<file path="config.mk">
export PLATFORM = sky130hd
export DESIGN_NAME = intagg_top
export DESIGN_NICKNAME = d
export VERILOG_FILES = /design/src/rtl/intagg_pkg.sv /design/src/rtl/intagg_ext_group.sv /design/src/rtl/intagg_prim.sv /design/src/rtl/intagg_regif.sv /design/src/rtl/intagg_top.sv
export SDC_FILE = /design/constraint.sdc
export NUM_CORES = 1
export LEC_CHECK = 0
export ABC_AREA = 1
export BUFFER_PORTS_ARGS = -buffer_cell sky130_fd_sc_hd__buf_2
export CAP_MARGIN = 20
export CORE_UTILIZATION = 36
export DETAILED_ROUTE_END_ITERATION = 10
export HOLD_SLACK_MARGIN = 0.15
export PLACE_DENSITY_LB_ADDON = 0.08
export SYNTH_ARGS = -nofsm -noshare
export SYNTH_HDL_FRONTEND = slang
export SYNTH_SLANG_ARGS = --single-unit
</file>
<file path="constraint.sdc">
create_clock -name clk -period 1.3 [get_ports clk]
set_input_delay 0.26 -clock clk [delete_from_list [all_inputs] [get_ports clk]]
set_output_delay 0.26 -clock clk [all_outputs]
set_load 0.005 [all_outputs]
</file>
<file path="src/rtl/intagg_pkg.sv">
package intagg_pkg;

    localparam int REG_W    = 8;
    localparam int DIRECT_N = 5;
    localparam int GROUP_N  = 3;

    // group index: 0 = D, 1 = B1, 2 = B2
    localparam int GRP_D  = 0;
    localparam int GRP_B1 = 1;
    localparam int GRP_B2 = 2;

    // reserved bit inside the D group
    localparam logic [REG_W-1:0] D_RSVD = 8'h10;

    // default register offsets
    localparam int OFS_PRIM_DEF = 0;
    localparam int OFS_MASK_DEF = 1;
    localparam int OFS_D_DEF    = 2;
    localparam int OFS_B1_DEF   = 3;
    localparam int OFS_B2_DEF   = 4;

    typedef enum logic [0:0] {
        SUM_FROM_BITS = 1'b0,
        SUM_STICKY    = 1'b1
    } sum_mode_e;

    // primary status layout: direct events on top, summaries below
    typedef struct packed {
        logic [DIRECT_N-1:0] direct;
        logic                d_sum;
        logic                b1_sum;
        logic                b2_sum;
    } prim_stat_t;

    function automatic logic [REG_W-1:0] visible(input prim_stat_t s,
                                                 input logic [REG_W-1:0] m);
        return s & ~m;
    endfunction

    function automatic logic [REG_W-1:0] rsvd_of(input int grp);
        return (grp == GRP_D) ? D_RSVD : '0;
    endfunction

    function automatic sum_mode_e mode_of(input int grp);
        return (grp == GRP_D) ? SUM_FROM_BITS : SUM_STICKY;
    endfunction

endpackage

</file>
<file path="src/rtl/intagg_ext_group.sv">
module intagg_ext_group
    import intagg_pkg::*;
#(
    parameter int               W    = 8,
    parameter logic [W-1:0]     RSVD = '0,
    parameter sum_mode_e        MODE = SUM_FROM_BITS
) (
    input  logic         clk,
    input  logic         rst,
    input  logic [W-1:0] evt,
    input  logic         rd_clr,
    output logic [W-1:0] bits_o,
    output logic         sum_o
);

    logic [W-1:0] lat_q;
    logic [W-1:0] evt_ok;

    assign evt_ok = evt & ~RSVD;

    // clear first, then merge new events so none is lost
    always_ff @(posedge clk) begin
        if (rst) begin
            lat_q <= '0;
        end else begin
            lat_q <= (rd_clr ? '0 : lat_q) | evt_ok;
        end
    end

    assign bits_o = lat_q;

    generate
        if (MODE == SUM_STICKY) begin : g_sticky
            logic sum_q;
            always_ff @(posedge clk) begin
                if (rst) begin
                    sum_q <= 1'b0;
                end else begin
                    sum_q <= (rd_clr ? 1'b0 : sum_q) | (|evt_ok);
                end
            end
            assign sum_o = sum_q;
        end else begin : g_or
            assign sum_o = |lat_q;
        end
    endgenerate

endmodule

</file>
<file path="src/rtl/intagg_prim.sv">
module intagg_prim
    import intagg_pkg::*;
#(
    parameter int N = DIRECT_N,
    parameter int G = GROUP_N,
    localparam int W = N + G
) (
    input  logic         clk,
    input  logic         rst,
    input  logic [N-1:0] evt,
    input  logic [G-1:0] sums,
    input  logic [W-1:0] mask,
    input  logic         rd_clr,
    output logic [N-1:0] direct_o,
    output logic [W-1:0] vis_o,
    output logic         irq_o
);

    logic [N-1:0] direct_q;
    logic [N-1:0] keep;
    prim_stat_t   stat;

    // masked bits survive a status read and stay pending
    assign keep = mask[W-1:G];

    always_ff @(posedge clk) begin
        if (rst) begin
            direct_q <= '0;
        end else begin
            direct_q <= (rd_clr ? (direct_q & keep) : direct_q) | evt;
        end
    end

    always_comb begin
        stat.direct = direct_q;
        stat.d_sum  = sums[G-1-GRP_D];
        stat.b1_sum = sums[G-1-GRP_B1];
        stat.b2_sum = sums[G-1-GRP_B2];
    end

    assign vis_o    = visible(stat, mask);
    assign irq_o    = |vis_o;
    assign direct_o = direct_q;

endmodule

</file>
<file path="src/rtl/intagg_regif.sv">
module intagg_regif
    import intagg_pkg::*;
#(
    parameter int ADDR_W   = 3,
    parameter int W        = REG_W,
    parameter int OFS_PRIM = OFS_PRIM_DEF,
    parameter int OFS_MASK = OFS_MASK_DEF,
    parameter int OFS_D    = OFS_D_DEF,
    parameter int OFS_B1   = OFS_B1_DEF,
    parameter int OFS_B2   = OFS_B2_DEF
) (
    input  logic              clk,
    input  logic              rst,
    input  logic [ADDR_W-1:0] addr,
    input  logic              rd,
    input  logic              wr,
    input  logic [W-1:0]      wdata,
    input  logic [W-1:0]      vis,
    input  logic [W-1:0]      d_bits,
    input  logic [W-1:0]      b1_bits,
    input  logic [W-1:0]      b2_bits,
    output logic [W-1:0]      mask_o,
    output logic              rd_prim,
    output logic              rd_d,
    output logic              rd_b1,
    output logic              rd_b2,
    output logic [W-1:0]      rdata
);

    localparam int NREG = 5;
    localparam int SEL_PRIM = 0;
    localparam int SEL_MASK = 1;
    localparam int SEL_D    = 2;
    localparam int SEL_B1   = 3;
    localparam int SEL_B2   = 4;
    localparam int OFS_TAB [NREG] = '{OFS_PRIM, OFS_MASK, OFS_D, OFS_B1, OFS_B2};

    logic [NREG-1:0] hit;
    logic [W-1:0]    mask_q;

    generate
        for (genvar i = 0; i < NREG; i++) begin : g_dec
            assign hit[i] = (addr == ADDR_W'(OFS_TAB[i]));
        end
    endgenerate

    always_ff @(posedge clk) begin
        if (rst) begin
            mask_q <= '1;
        end else if (wr && hit[SEL_MASK]) begin
            mask_q <= wdata;
        end
    end

    assign mask_o  = mask_q;
    assign rd_prim = rd && hit[SEL_PRIM];
    assign rd_d    = rd && hit[SEL_D];
    assign rd_b1   = rd && hit[SEL_B1];
    assign rd_b2   = rd && hit[SEL_B2];

    always_comb begin
        rdata = '0;
        if (rd) begin
            if (hit[SEL_PRIM])      rdata = vis;
            else if (hit[SEL_MASK]) rdata = mask_q;
            else if (hit[SEL_D])    rdata = d_bits;
            else if (hit[SEL_B1])   rdata = b1_bits;
            else if (hit[SEL_B2])   rdata = b2_bits;
        end
    end

endmodule

</file>
<file path="src/rtl/intagg_top.sv">
module intagg_top
    import intagg_pkg::*;
#(
    parameter int ADDR_W   = 3,
    parameter int OFS_PRIM = OFS_PRIM_DEF,
    parameter int OFS_MASK = OFS_MASK_DEF,
    parameter int OFS_D    = OFS_D_DEF,
    parameter int OFS_B1   = OFS_B1_DEF,
    parameter int OFS_B2   = OFS_B2_DEF
) (
    input  logic                clk,
    input  logic                rst,
    input  logic [ADDR_W-1:0]   reg_addr,
    input  logic                reg_rd,
    input  logic                reg_wr,
    input  logic [REG_W-1:0]    reg_wdata,
    output logic [REG_W-1:0]    reg_rdata,
    input  logic [DIRECT_N-1:0] evt_direct,
    input  logic [REG_W-1:0]    evt_d,
    input  logic [REG_W-1:0]    evt_b1,
    input  logic [REG_W-1:0]    evt_b2,
    output logic                irq_o
);

    logic [REG_W-1:0]    grp_evt  [GROUP_N];
    logic [REG_W-1:0]    grp_bits [GROUP_N];
    logic [GROUP_N-1:0]  grp_clr;
    logic [GROUP_N-1:0]  grp_sum;
    logic [GROUP_N-1:0]  sums_w;
    logic [REG_W-1:0]    mask_w;
    logic [REG_W-1:0]    vis_w;
    logic [DIRECT_N-1:0] direct_w;
    logic                rd_prim;

    assign grp_evt[GRP_D]  = evt_d;
    assign grp_evt[GRP_B1] = evt_b1;
    assign grp_evt[GRP_B2] = evt_b2;

    generate
        for (genvar g = 0; g < GROUP_N; g++) begin : g_grp
            intagg_ext_group #(
                .W    (REG_W),
                .RSVD (rsvd_of(g)),
                .MODE (mode_of(g))
            ) u_grp (
                .clk    (clk),
                .rst    (rst),
                .evt    (grp_evt[g]),
                .rd_clr (grp_clr[g]),
                .bits_o (grp_bits[g]),
                .sum_o  (grp_sum[g])
            );
            assign sums_w[GROUP_N-1-g] = grp_sum[g];
        end
    endgenerate

    intagg_prim #(
        .N (DIRECT_N),
        .G (GROUP_N)
    ) u_prim (
        .clk      (clk),
        .rst      (rst),
        .evt      (evt_direct),
        .sums     (sums_w),
        .mask     (mask_w),
        .rd_clr   (rd_prim),
        .direct_o (direct_w),
        .vis_o    (vis_w),
        .irq_o    (irq_o)
    );

    intagg_regif #(
        .ADDR_W   (ADDR_W),
        .W        (REG_W),
        .OFS_PRIM (OFS_PRIM),
        .OFS_MASK (OFS_MASK),
        .OFS_D    (OFS_D),
        .OFS_B1   (OFS_B1),
        .OFS_B2   (OFS_B2)
    ) u_regif (
        .clk     (clk),
        .rst     (rst),
        .addr    (reg_addr),
        .rd      (reg_rd),
        .wr      (reg_wr),
        .wdata   (reg_wdata),
        .vis     (vis_w),
        .d_bits  (grp_bits[GRP_D]),
        .b1_bits (grp_bits[GRP_B1]),
        .b2_bits (grp_bits[GRP_B2]),
        .mask_o  (mask_w),
        .rd_prim (rd_prim),
        .rd_d    (grp_clr[GRP_D]),
        .rd_b1   (grp_clr[GRP_B1]),
        .rd_b2   (grp_clr[GRP_B2]),
        .rdata   (reg_rdata)
    );

endmodule

</file>
==> metrics.yaml, run 1 <==
status: "finished, violations left"
violations: "setup timing"
finalCritPeriodShare: 1.152
clock-root-buffer: "clkbuf_8"
syn_inst: 281
power_density_nw_per_um2: 1008
antenna-diode-count: 0
worstSetupPathType: "reg -> out"
antenna_found_initial: 0
crit_buf_inv: 1
wl_met3_um: 265
setup_slack_ns: -0.1982
p_leak_nw: 1.398
drtPass1Iterations: 4
max_freq_mhz: 667.5
worstMarginPinSlew_ns: 0.2986
ff_latch_area_um2: 792.0
comb_power_share: 0.176
die_w_um: 74.11
grt_pass1_wl_mm: 8.252
rows: 25
drcViolationCount: 0
slew_violations: 0
cts_tree: "built"
worstPathCellList: "nor2_1 > nand2_1 > nor2_4 > nor2_1 > nor2_1 > nor2_2 > buf_2"
setup_violations: 9
numCtsBuffers: 5
die_area_um2: 5492
cp_common_cell: "nor2_1"
met2_wirelength_mm: 2.427
yosysTopAreaCell: "dfxtp_1"
min_path_type: "in -> reg"
maxCapViolations: 0
syn2layout_area_growth_pct: 49.00
grt_max_degree: 31
dpl.hpwl_mm: 3.611
peakVddDrop_uv: 545.8
critPathSlowestCell: "dfxtp_2"
start_util: 0.3861
slowest_delay_ns: 0.33
critPathArrivalTime_ns: 1.24
grt_overflow: 0
seqPwrFrac: 0.462
clockBufferDepth: 2
synth_nets: 325
p_sw_uw: 711.1
wire_per_inst_um: 11.50
ctsHoldBuffers: 0
yosysUniqueCellTypes: 20
synth_top_area_share: 0.4064
syn-cell-area_um2: 1872
utilization: 0.5752
path_max_fanout: 2
vias: 1974
pin_count: 53
mostFrequentLayoutCells: "nand2_1, buf_2, a21oi_1, buf_4, inv_1"
yosysSeqAreaShare: 0.4064
highest_layer: "met4"
multi_input_area_um2: 1036
clkPwrFrac: 0.362
ant_nets: 0
finalHoldViolations: 0
die_h_um: 74.11
avgSynthCellArea_um2: 6.661
fillers: 484
portBuffers: 51
coreArea_um2: 4848
ctsHtreeMaxLevel: 2
grt_pass1_vias: 1937
p_sw_frac: 0.2529
final.setup.tns_ns: -0.7752
fin_crit_ns: 1.498
path_clk_slew_ns: 0.07
wl_met1_mm: 2.221
cpLargestDelayFamily: "simple AND/OR/NAND/NOR gates"
worstPathRequired_ns: 1.04
grtUsageTotal: 0.1987
synth_area_leaders: "dfxtp_1, nand2_1, a21oi_1"
viasPerCell: 4.538
internal-power_mw: 2.100
worst_setup_path_start_kind: "register"
critPathCaptureType: "primary output"
gp_congestion: 0.7997
numClockSinks: 38
p_total_mw: 2.811
rsz0062_at_grt: "true"
drt-initial-drc-count: 65
clkLatencyLatePin_ns: 0.28
final_layout_size_suffix_gt1_frac: 0.4918
ys_ff_latch: 38
wl_mm: 5.004
relSlewSlack: 0.8010
skew_ns: 0.0004285
final_common_cell: "nand2_1"
nets: 412
yosysWarnings: 0
## metal layers
layer | global-route usage | vias to the layer above
li1 | - | 1059
met1 | 0.2295 | 861
met2 | 0.3556 | 43
met3 | 0.05285 | 11
met4 | 0.06410 | 0
met5 | 0 | -
## state kept, by name, summed over array words and instances (netlist names)
| name | cells |
|---|---|
| u_regif.mask_o | 8 |
| g_grp.u_grp.sum_o | 2 |
| g_grp.u_grp.bits_o | 23 |
| u_prim.direct_o | 5 |
## cells by family (layout without fill, tap and decap cells)
kind of cell	Yosys count	count (layout)	share of synthesized area
compound gates	58	58	0.1698
simple gates	133	133	0.3068
buf+inv	52	139	0.1170
flops	38	38	0.4064
## path summary, 6_finish.rpt
kind | startpoint | endpoint | slack [ns] | cells after the start
worst max-delay path | g_grp[0].u_grp.bits_o[6]$_SDFF_PP0_ | reg_rdata[2] | -0.20 | 7
worst min-delay path | evt_d[6] | g_grp[0].u_grp.bits_o[6]$_SDFF_PP0_ | 0.17 | 3
worst max register to register | u_regif.mask_o[3]$_SDFFE_PP1P_ | u_prim.direct_o[0]$_SDFF_PP0_ | 0.51 | 5
worst min register to register | g_grp[2].u_grp.bits_o[6]$_SDFF_PP0_ | g_grp[2].u_grp.bits_o[6]$_SDFF_PP0_ | 0.47 | 2
## cells in the mapped netlist
library cell	count
nor3_1	1
clkbuf_1	3
o211ai_1	8
nand3_2	1
nand2_2	3
buf_2	1
nor2_1	19
nand3_1	10
a21oi_2	2
nor2_4	3
nor2_2	2
inv_2	3
nand2_4	1
nand4_1	5
dfxtp_1	38
nand2_1	88
inv_1	42
a21oi_1	40
buf_6	3
o21ai_0	8
## power by group through the flow
stage          logic (mW)  clock network (mW)  registers, mW
2_1_floorplan       0.232                   0           1.29
3_3_place_gp        0.385                   0           1.31
3_5_place_dp        0.389                   0           1.31
4_1_cts             0.469                1.05           1.29
5_1_grt             0.557                1.09           1.31
6_report            0.495                1.02           1.30
## worst min-delay path, stage by stage
cell     delay (ns)
buf_2          0.07
a21oi_1        0.03
nor2_1         0.06
## stage by stage
stage                     std cells  setup WS [ns]  cell area (um2)  hold slack (ns)
after CTS                       430        -0.1864             2680           0.1661
after global routing            435        -0.3085             2789           0.1733
final                           435        -0.1982             2789           0.1697
after global placement          408        -0.1938             2281           0.4498
after floorplan                 281        0.05766             1872           0.3774
after detailed placement        408        -0.1983             2281           0.4547
## what timing repair did
action | CTS | global route
gates cloned | 1 | 0
gates resized for setup | 72 | 30
pin swaps | 29 | 19
setup endpoints to repair | 9 | 9
buffers inserted | 14 | 5
## layout make-up
class | instances | area share
Timing Repair inverter | 1 | 0.004038
Clock inverter | 1 | 0.01077
Tap cell | 67 | 0.03006
Clock buffer | 6 | 0.02961
Sequential cell | 38 | 0.2840
Multi-Input combinational cell | 191 | 0.3715
Inverter | 45 | 0.06774
Timing Repair Buffer | 86 | 0.2023
(Power assumes the default switching activity.)
==> run 2: changes to the inputs <==
ABC_AREA = 0   (was 1)
==> run 2 against run 1 <==
Against the previous run:
- the run still ends with setup timing left
- via count is 7.4% lower
- clock skew is 0.0040 ns higher
- synthesized cell count is 21% lower
- critical path depth is 3 lower
- largest cell class unchanged
- largest power group unchanged
==> metrics.yaml, run 2 <==
status: "finished, violations left"
violations: "setup timing"
cpLargestDelayFamily: "flip-flops"
reg2reg_from: "g_grp[0].u_grp.bits_o[0]$_SDFF_PP0_"
largest_register_ffs: 23
yosysSeqAreaShare: 0.4312
syn2layout_area_growth_pct: 47.09
rsz0062_at_grt: "true"
power_density_nw_per_um2: 1079
crit_buf_inv: 1
nets: 347
rows: 25
antenna-diode-count: 0
worstPathRequired_ns: 1.04
async_reset_ff_frac: 0
dp_slack_ns: -0.2251
vias: 1827
min_path_type: "in -> reg"
cts_tree: "built"
synth_top_family_by_area: "compound AO/OA/AOI/OAI gates"
relSlewSlack: 0.7227
yosysTopAreaCell: "dfxtp_1"
critPathArrivalTime_ns: 1.35
utilization: 0.5494
drcViolationCount: 0
synth_nets: 265
clkLatencyLatePin_ns: 0.29
reg2reg_setup_slack_ns: 0.45
worstMarginPinSlew_ns: 0.4121
worst_setup_path_start_kind: "register"
ant_nets: 0
drtPass1Iterations: 4
synthMuxAreaShare: 0.05106
slowest_delay_ns: 0.33
coreArea_um2: 4723
final.setup.tns_ns: -1.891
clock-root-buffer: "clkbuf_8"
highest_layer: "met4"
critPathCaptureType: "primary output"
rr_endpoint: "g_grp[0].u_grp.bits_o[0]$_SDFF_PP0_"
pin_count: 53
setup_slack_ns: -0.3092
crit_cells: 4
synth_xor_area_frac: 0
skew_ns: 0.004381
grt_max_degree: 18
grt_pass1_wl_mm: 8.114
die_w_um: 72.01
antenna_found_initial: 0
slew_violations: 0
stdcell_count: 370
yosysUniqueCellTypes: 28
synth_area_leaders: "dfxtp_1, a21oi_1, o21ai_0"
synth-simple-area-share: 0.2078
synth_common_cells: "dfxtp_1, nor2_1, a21oi_1, o21ai_0"
ctsHtreeMaxLevel: 2
synth_edf_count: 0
synth_top_area_share: 0.4312
wl_mm: 4.917
viasPerCell: 4.938
portBuffers: 51
worstPathCellList: "nor2b_2 > a2111oi_4 > nand3b_1 > buf_2"
mostFrequentLayoutCells: "buf_2, buf_4, nor2_1, dfxtp_1, a21oi_1"
path_max_fanout: 2
syn_inst: 221
wire_per_inst_um: 13.29
synth_fa_ha_area_frac: 0
grt_overflow: 0
dpl_cell_area_um2: 2311
dp.cells: 360
grt_pass1_vias: 1756
numClockSinks: 38
grtUsageTotal: 0.2051
syn-cell-area_um2: 1764
fin_crit_ns: 1.609
critPathSlowestCell: "dfxtp_1"
die_h_um: 72.01
peakVddDrop_uv: 487.6
p_leak_nw: 1.174
worstSetupPathType: "reg -> out"
yosysWarnings: 0
reg2regPathDepth: 4
wl_met1_mm: 2.457
yosysMostFrequentCell: "dfxtp_1"
finalCritPeriodShare: 1.238
crit_start: "g_grp[1].u_grp.sum_o$_SDFF_PP0_"
gp_congestion: 0.7826
clockBufferDepth: 2
avgSynthCellArea_um2: 7.983
setup_violations: 9
ys.flop_type: "dfxtp_1"
wl_met3_um: 204
fillers: 458
max_freq_mhz: 621.4
final_common_cell: "buf_2"
finalHoldViolations: 0
ys_ff_latch: 38
ctsHoldBuffers: 0
final_layout_size_suffix_gt1_frac: 0.4554
numCtsBuffers: 5
fin_area_um2: 2595
synth-compound-area-share: 0.2426
worstSetupEndpoint: "irq_o"
maxCapViolations: 0
drt-initial-drc-count: 29
start_util: 0.3735
path_clk_slew_ns: 0.07
dpl.hpwl_mm: 3.727
die_area_um2: 5185
met2_wirelength_mm: 2.200
run 2: cell count changes after synthesis, moves of 9 or more:
cell	change
a21oi_1	-16
inv_1	-29
mux2i_1	+9
nand2_1	-75
nand3_1	-9
nor2_1	+11
nor2b_1	+13
o21ai_0	+15
run 2: power by group:
group / internal [mW] / total (mW) / switching, mW
Clock: 0.614 / 1.01 / 0.396
Combinational: 0.265 / 0.492 / 0.226
Sequential: 1.24 / 1.30 / 0.0548
Total: 2.12 / 2.80 / 0.677
run 2: cell type report:
cell class | instances | area [um2] | area share
timing repair buffer | 89 | 570.5 | 0.2199
inverter | 14 | 55.05 | 0.02122
clock buffer | 6 | 82.58 | 0.03182
clock inverter | 1 | 30.03 | 0.01157
tap | 67 | 83.83 | 0.03230
multi-input combinational | 155 | 996.0 | 0.3838
sequential | 38 | 777.0 | 0.2994
run 2: timing repair:
action                                  in CTS  in global routing
resized for setup                           49                 12
pin swaps                                   18                  4
setup buffers                                2                  1
endpoints found under the setup margin       9                  9
hold endpoints to repair                     0                  0
run 2: worst min path at each step:
stage	end	start	depth (start not counted)	slack (ns)
CTS	g_grp[0].u_grp.bits_o[2]$_SDFF_PP0_	evt_d[2]	3	0.17
finish	g_grp[0].u_grp.bits_o[2]$_SDFF_PP0_	evt_d[2]	3	0.18
detailed placement	u_prim.direct_o[0]$_SDFF_PP0_	u_prim.direct_o[0]$_SDFF_PP0_	2	0.47
floorplan	g_grp[0].u_grp.bits_o[0]$_SDFF_PP0_	evt_d[0]	2	0.37
global route	g_grp[0].u_grp.bits_o[1]$_SDFF_PP0_	evt_d[1]	3	0.18
global placement	u_prim.direct_o[1]$_SDFF_PP0_	u_prim.direct_o[1]$_SDFF_PP0_	2	0.46
run 2: logic make-up (layout without fill, tap and decap cells):
logic type	Yosys count	after routing
AOI/OAI and AO/OA	73	73
buffers and inverters	28	110
DFF	38	38
muxes	9	9
and+or+nand+nor	73	73
run 2: metrics by stage:
stage               hold WS [ns]  total power, mW
global route              0.1793            2.936
CTS                       0.1729            2.810
global placement          0.4605            1.744
floorplan                 0.3709            1.519
detailed placement        0.4674            1.748
finish                    0.1775            2.800
run 2: worst min-delay path: stages:
cell and delay (ns):
buf_2 0.08, a21oi_2 0.03, nor2_1 0.06
run 2: metal layers:
metal	up-vias	global-route usage
li1	935	-
met1	846	0.2840
met2	41	0.3166
met3	5	0.04444
met4	0	0.06972
met5	-	0
==> run 3: changes to the inputs <==
SETUP_SLACK_MARGIN = 0.05   (was default)
==> run 3 against run 2 <==
Against the previous run:
- the run still ends with setup timing left
- total power decreased by 5.6%
- combinational power about the same
- routed wire length decreased by 4.1%
- clock-buffer cell count is the same
- worst setup slack worse by 0.018 ns
- critical path depth unchanged
- via count fell by 0.44%
- clock skew decreased by 0.0033 ns
- utilization rose by 0.85 points
- final cell count down 0.27%
- worst hold slack lost 0.0011 ns
- critical endpoint unchanged
- largest cell class unchanged
- largest power group unchanged
==> metrics.yaml, run 3 (synthesis results as in run 2) <==
status: "finished, violations left"
violations: "setup timing"
portBuffers: 51
final_common_cell: "buf_2"
peakVddDrop_uv: 623.8
die_area_um2: 5185
drtPass1Iterations: 4
dp.cells: 358
max_freq_mhz: 614.6
numClockSinks: 38
clockBufferDepth: 2
grtUsageTotal: 0.1985
utilization: 0.5579
worstPathRequired_ns: 1.04
clock-root-buffer: "clkbuf_8"
crit_buf_inv: 1
cts_tree: "built"
power_density_nw_per_um2: 1003
ff_latch_area_um2: 794.5
critPathArrivalTime_ns: 1.37
final_layout_size_suffix_gt1_frac: 0.5033
min_path_type: "in -> reg"
vias: 1819
worstSetupPathType: "reg -> out"
pin_count: 53
reg2regPathDepth: 3
final.setup.tns_ns: -1.784
start_util: 0.3735
die_w_um: 72.01
finalHoldViolations: 0
antenna-diode-count: 0
p_leak_nw: 1.179
drt-initial-drc-count: 61
ant_nets: 0
path_max_fanout: 3
setup_slack_ns: -0.3270
critPathCaptureType: "primary output"
holdWs_ns: 0.1764
antenna_found_initial: 0
viasPerCell: 4.930
hold_depth: 3
rows: 25
dp_slack_ns: -0.2503
ctsHoldBuffers: 0
syn2layout_area_growth_pct: 49.36
die_h_um: 72.01
nets: 345
rsz0062_at_grt: "true"
crit_cells: 4
wl_mm: 4.716
critPathSlowestCell: "dfxtp_2"
relSlewSlack: 0.7756
finalCritPeriodShare: 1.252
cpLargestDelayFamily: "simple AND/OR/NAND/NOR gates"
multi_input_area_um2: 1020
ctsHtreeMaxLevel: 2
wire_per_inst_um: 12.78
largest_register_ffs: 23
coreArea_um2: 4723
grt_max_degree: 19
skew_ns: 0.001055
worst_setup_path_start_kind: "register"
reg2reg_setup_slack_ns: 0.51
maxCapViolations: 0
slowest_delay_ns: 0.35
grt_pass1_vias: 1643
clkLatencyLatePin_ns: 0.29
fillers: 465
setup_violations: 9
grt_overflow: 0
worstMarginPinSlew_ns: 0.3363
drcViolationCount: 0
dpl.hpwl_mm: 3.586
fin_crit_ns: 1.627
stdcell_count: 369
gp_congestion: 0.8258
worstPathCellList: "nor4_4 > a21oi_2 > nand3b_1 > buf_2"
path_clk_slew_ns: 0.07
mostFrequentLayoutCells: "buf_2, buf_4, nor2_1, a21oi_1, dfxtp_2"
numCtsBuffers: 5
slew_violations: 0
grt_pass1_wl_mm: 7.769
run 3: cell count changes in the layout (fill, tap and decap cells not counted), sizes merged:
cell,delta
clkinv,+1
clkbuf,-1
clkinvlp,+1
buf,-1
bufinv,-1
run 3: cell type report:
class | instances | share of cell area
timing repair buffer | 87 | 0.2217
sequential | 38 | 0.3015
clock buffer | 6 | 0.03134
tap | 67 | 0.03181
clock inverter | 2 | 0.004748
multi-input combinational | 155 | 0.3870
inverter | 14 | 0.02184
run 3: final timing paths:
kind / startpoint / endpoint
max: g_grp[0].u_grp.bits_o[7]$_SDFF_PP0_ / irq_o
min: evt_d[0] / g_grp[0].u_grp.bits_o[0]$_SDFF_PP0_
max reg2reg: u_regif.mask_o[6]$_SDFFE_PP1P_ / u_prim.direct_o[3]$_SDFF_PP0_
min reg2reg: u_prim.direct_o[2]$_SDFF_PP0_ / u_prim.direct_o[2]$_SDFF_PP0_
run 3: worst min-delay path: stages:
cell and delay, ns:
buf_2 0.08, a21oi_2 0.03, nor2_1 0.06
run 3: what timing repair did:
item,in CTS,in global routing
endpoints found under the hold margin,0,0
resized for setup,64,14
setup endpoints to repair,9,15
buffers inserted,3,0
pin swaps,22,10
run 3: routing by layer:
metal  GRT usage  vias to the layer above  routed length (um)
met2      0.3029                       55                2045
li1            -                      935                   -
met4     0.07190                        0                  53
met5           0                        -                   0
met3     0.04167                        5                 245
met1      0.2775                      824                2372
run 3: report_power, final:
group / internal [mW] / switching, mW / total, mW
logic: 0.267 / 0.224 / 0.490
clock network: 0.426 / 0.423 / 0.849
registers: 1.24 / 0.0584 / 1.30
total: 1.94 / 0.705 / 2.64
run 3: through the flow:
stage | total power, mW | cell area (um2)
global route | 2.776 | 2635
floorplan | 1.524 | 1788
detailed placement | 1.745 | 2323
finish | 2.643 | 2635
CTS | 2.643 | 2580
global placement | 1.740 | 2323
